`config.mk`:
```
export PLATFORM = sky130hd
export DESIGN_NAME = rx_tag_fifo
export DESIGN_NICKNAME = d
export VERILOG_FILES = /design/src/rtl/rx_tag_fifo.sv
export SDC_FILE = /design/constraint.sdc
export NUM_CORES = 1
export LEC_CHECK = 0
export ABC_CLOCK_PERIOD_IN_PS = 3600
export BUFFER_PORTS_ARGS = -buffer_cell sky130_fd_sc_hd__buf_4
export CELL_PAD_IN_SITES_DETAIL_PLACEMENT = 0
export CELL_PAD_IN_SITES_GLOBAL_PLACEMENT = 2
export CORE_MARGIN = 5
export CORE_UTILIZATION = 35
export CTS_CLUSTER_DIAMETER = 50
export DETAILED_ROUTE_END_ITERATION = 12
export GPL_TIMING_DRIVEN = 0
export PLACE_DENSITY = 0.71
export SKIP_LAST_GASP = 1
export SYNTH_ARGS = -nofsm -noshare
export SYNTH_HDL_FRONTEND = slang
export SYNTH_SLANG_ARGS = --single-unit
```
`constraint.sdc`:
```
create_clock -name clk -period 3.6 [get_ports clk]
set_clock_uncertainty 0.1 [all_clocks]
set_input_delay 0.36 -clock clk [delete_from_list [all_inputs] [get_ports clk]]
set_output_delay 0.36 -clock clk [all_outputs]
set_load 0.02 [all_outputs]
```
`src/rtl/rx_tag_fifo.sv`:
```
module rx_tag_fifo #(
  parameter int DEPTH = 8
) (
  input  logic       clk,
  input  logic       rst_n,
  input  logic       in_valid,
  input  logic [7:0] in_byte,
  input  logic       in_addr,
  input  logic       in_last,
  input  logic [2:0] in_len,
  input  logic       data_rd,
  output logic [7:0] stat_rd_q,
  output logic [7:0] data_rd_q
);
  localparam int AW = (DEPTH > 1) ? $clog2(DEPTH) : 1;
  localparam int CW = $clog2(DEPTH + 1);

  logic [12:0]   mem [DEPTH];
  logic [AW-1:0] rp, wp;
  logic [CW-1:0] cnt;
  logic          lost;

  logic          nonempty, full, pop, wr_ok, drop;
  logic [2:0]    len_n;
  logic [7:0]    keep;
  logic [12:0]   front;

  function automatic logic [AW-1:0] nxt(input logic [AW-1:0] p);
    return (p == AW'(DEPTH - 1)) ? '0 : p + 1'b1;
  endfunction

  assign nonempty = cnt != '0;
  assign full     = cnt == CW'(DEPTH);
  assign pop      = data_rd & nonempty;
  assign wr_ok    = in_valid & (~full | pop);
  assign drop     = in_valid & ~wr_ok;
  assign len_n    = in_last ? in_len : 3'd0;
  assign keep     = (len_n == 3'd0) ? 8'hFF : ~(8'hFF << len_n);
  assign front    = mem[rp];

  assign stat_rd_q = {lost, nonempty,
                      nonempty ? {front[12], front[11], 1'b0, front[10:8]} : 6'd0};
  assign data_rd_q = nonempty ? front[7:0] : 8'd0;

  always_ff @(posedge clk)
    if (wr_ok) mem[wp] <= {in_addr, in_last, len_n, in_byte & keep};

  always_ff @(posedge clk) begin
    if (!rst_n) begin
      rp   <= '0;
      wp   <= '0;
      cnt  <= '0;
      lost <= 1'b0;
    end else begin
      if (pop)   rp <= nxt(rp);
      if (wr_ok) wp <= nxt(wp);
      cnt <= cnt + CW'(wr_ok) - CW'(pop);
      if (drop)         lost <= 1'b1;
      else if (data_rd) lost <= 1'b0;
    end
  end
endmodule

```
==> key figures <==
Route
  • Final wirelength: 9530 µm
  • Via count: 2498
  • WL met1: 4130 µm
  • Final antenna-violating net count: 0
  • TritonRoute pass-1 iters: 4
  • Avg WL per Cell: 19.0 µm
  • DRC: 0
  • Met3 wire len: 308 µm
  • DR top layer: met4
  • Met2 wire len: 4960 µm
  • Vias per inst: 4.99
  • 1st-iter DRT viols: 163

CTS
  • CTS tree: yes
  • CTS Hold Bufs: 0
  • CTS root buf: clkbuf_16
  • Clk slew on worst S/H paths: 0.06 ns
  • Clk sinks: 118
  • Clock Path Buffers: 2
  • Worst skew pair latency: 0.41 ns
  • Post-CTS resize count: 0
  • Setup Fix Bufs, Post-CTS: 0
  • Htree depth: 4
  • CTS Buf Count: 17

Timing
  • RSZ-0062 raised after global routing: false
  • Normalized max-slew margin: 0.371
  • Final hold violation count: 0
  • Min Tclk post-route: 2.94 ns
  • Final period util: 0.818
  • Setup violations, final: 0
  • Setup TNS: 0 ns
  • Final-report max-slew violation count: 0
  • Slew at the pin with the worst max-slew slack: 0.943 ns
  • Hold Slack: 0.0896 ns
  • Max frequency: 340 MHz

Finish
  • Layout cell share with drive strength beyond 1: 0.283
  • P&R area growth vs syn: 23.1%
  • Diodes inserted: 0
  • Most frequent cells in the layout: edfxtp_1 (104), buf_4 (33), clkbuf_16 (17), mux4_2 (14), dfxtp_1 (14)
  • Final nets: 338
  • Commonest non-fill, non-tap cell in the layout: edfxtp_1

Yosys
  • Async set-reset flop share out of synthesis: 0
  • Synthesis warning total: 0
  • Mean Syn Cell Area: 18.9 µm²
  • Synth cell types: 41
  • Synth Area in Adders: 0.0348
  • Number of synthesized flops with an enable pin: 104
  • XOR/XNOR Fraction of Synth Area: 0.00179
  • Post-synth net total: 288
  • Main synth FF type: edfxtp_1
  • Synth Cell Area: 0.00489 mm²
  • Compound-gate portion of the synthesized area: 0.0428
  • Post-synthesis sequential area ratio: 0.697
  • Simple-gate share of the synthesized area: 0.0533
  • Post-synthesis mux area share: 0.137
  • Largest family of logic cells by synthesized area: multiplexers
  • Flop and latch count out of synthesis: 118
  • Mapped Cells: 258

Place
  • Hpwl dp: 6030 µm
  • RD Place Congestion: 0.693
  • Port Buffers: 30

Floorplan
  • I/O pin total: 33
  • Starting Density: 0.355
  • Row cnt: 43
  • Die width: 128 µm
  • Die Ht: 128 µm
  • Core region area: 0.0138 mm²
  • Die ar.: 0.0164 mm²

Worst setup path
  • Crit start category: flop
  • CP required: 3.14 ns
  • Worst Path Class, Setup: reg2out
  • CP arrival: 2.48 ns
  • Worst Setup End Kind: output pin
  • R2r startpoint: cnt[2]$_SDFF_PN0_
  • Worst-path maximum fanout: 10
  • Worst Setup SP: cnt[2]$_SDFF_PN0_
  • Critical Path Sink: data_rd_q[3]
  • Worst reg2reg path depth: 13
  • Reg-to-Reg End: cnt[2]$_SDFF_PN0_
  • Setup slack, reg-to-reg: 0.88 ns

Global route
  • GRT Util Overall: 0.125
  • Vias in the first global route: 2719
  • GRT overflow: 0
  • Global-route wire length before repair: 15100 µm
  • Antenna violations before repair: 0
  • Largest net degree at the start of global routing: 17

Flow run
  • Max cap viols: 0

Pwr
  • P_leak: 2.17 nW
  • PwrDens: 756 mW/mm²
  • VDD IR max: 0.370 mV

Min path
  • Min-Delay Path Class: in2reg

Outcome
  • Run status: completed
## Yosys cell counts, types with 2 or more instances
| cell | number | area (µm²) |
|---|---|---|
| buf_12 | 2 | 40.0 |
| nand2b_1 | 2 | 12.5 |
| ha_1 | 12 | 150 |
| dfxtp_1 | 14 | 280 |
| edfxtp_1 | 104 | 3120 |
| nand2_1 | 8 | 30.0 |
| and2_1 | 5 | 31.3 |
| a22o_1 | 13 | 114 |
| and4b_1 | 3 | 30.0 |
| buf_4 | 3 | 22.5 |
| and3_1 | 2 | 12.5 |
| a21oi_1 | 5 | 25.0 |
| buf_2 | 3 | 15.0 |
| a21boi_0 | 2 | 15.0 |
| nor2_1 | 7 | 26.3 |
| nor2b_1 | 2 | 12.5 |
| clkbuf_1 | 3 | 11.3 |
| mux4_1 | 12 | 315 |
| mux4_2 | 14 | 315 |
| inv_1 | 12 | 45.0 |
| mux2i_1 | 4 | 40.0 |
| o31a_1 | 3 | 26.3 |
| nand3_1 | 2 | 10.0 |
| o21ai_0 | 3 | 15.0 |
| buf_6 | 2 | 22.5 |
## worst max-delay path, stage by stage, from the launching register on
cell,delay [ns]
dfxtp_1,0.31
inv_1,0.06
ha_1,0.21
nor3b_4,0.18
nor2_1,0.31
clkbuf_1,0.56
a22o_1,0.28
buf_4,0.16
## through the flow
| step | worst slack [ns] | std cells | instance area [µm²] | power, mW | utilization |
|---|---|---|---|---|---|
| after detailed placement | 0.855 | 469 | 5360 | 2.76 | 0.389 |
| after global routing | 0.518 | 501 | 6010 | 4.75 | 0.437 |
| final | 0.655 | 501 | 6010 | 4.55 | 0.437 |
| after global placement | -0.845 | 468 | 5340 | 2.74 | 0.387 |
| after floorplan | 0.855 | 258 | 4890 | 2.39 | - |
| after CTS | 0.600 | 501 | 6010 | 4.61 | 0.437 |
## state kept, by name (all words and copies together), names as in the netlist, named ones only
signal and cells:
mem 104, wp 3, rp 3, cnt 4
lost 1
## where the power goes
group	total [mW]	internal [mW]	switching (mW)
sequential	1.65	1.61	0.0488
combinational	1.04	0.497	0.548
clock	1.85	1.23	0.617
## metal layers
metal,GRT usage,up-vias
li1,-,1147
met1,0.156,1294
met2,0.210,45
met3,0.0308,12
met4,0.0506,0
met5,0,-
## how the worst min path moves through the flow
stage | startpoint | endpoint | slack (ns) | depth (start not counted)
global route | in_addr | mem[2][12]$_DFFE_PP_ | 0.09 | 1
global placement | lost$_SDFFE_PN0P_ | lost$_SDFFE_PN0P_ | 0.36 | 2
CTS | in_addr | mem[2][12]$_DFFE_PP_ | 0.08 | 1
detailed placement | lost$_SDFFE_PN0P_ | lost$_SDFFE_PN0P_ | 0.36 | 2
finish | in_byte[0] | mem[0][0]$_DFFE_PP_ | 0.09 | 1
floorplan | lost$_SDFFE_PN0P_ | lost$_SDFFE_PN0P_ | 0.34 | 2
## logic make-up (layout without fill, tap and decap cells)
group / count (synthesis) / after routing
simple gates: 41 / 41
buf+inv: 26 / 89
compound gates: 28 / 28
flops: 118 / 118
xor+xnor: 1 / 1
other cells: 1 / 1
fa+ha+maj: 13 / 13
mux: 30 / 30
## cell type report
cell class / count / area [µm²]
buffer: 13 / 111
clock buffer: 17 / 425
clock inverter: 15 / 226
fill: 1254 / 7760
inverter: 13 / 48.8
multi-input combinational: 114 / 1340
sequential: 118 / 3400
tap: 180 / 225
timing repair buffer: 31 / 236
(Power assumes the default switching activity.)
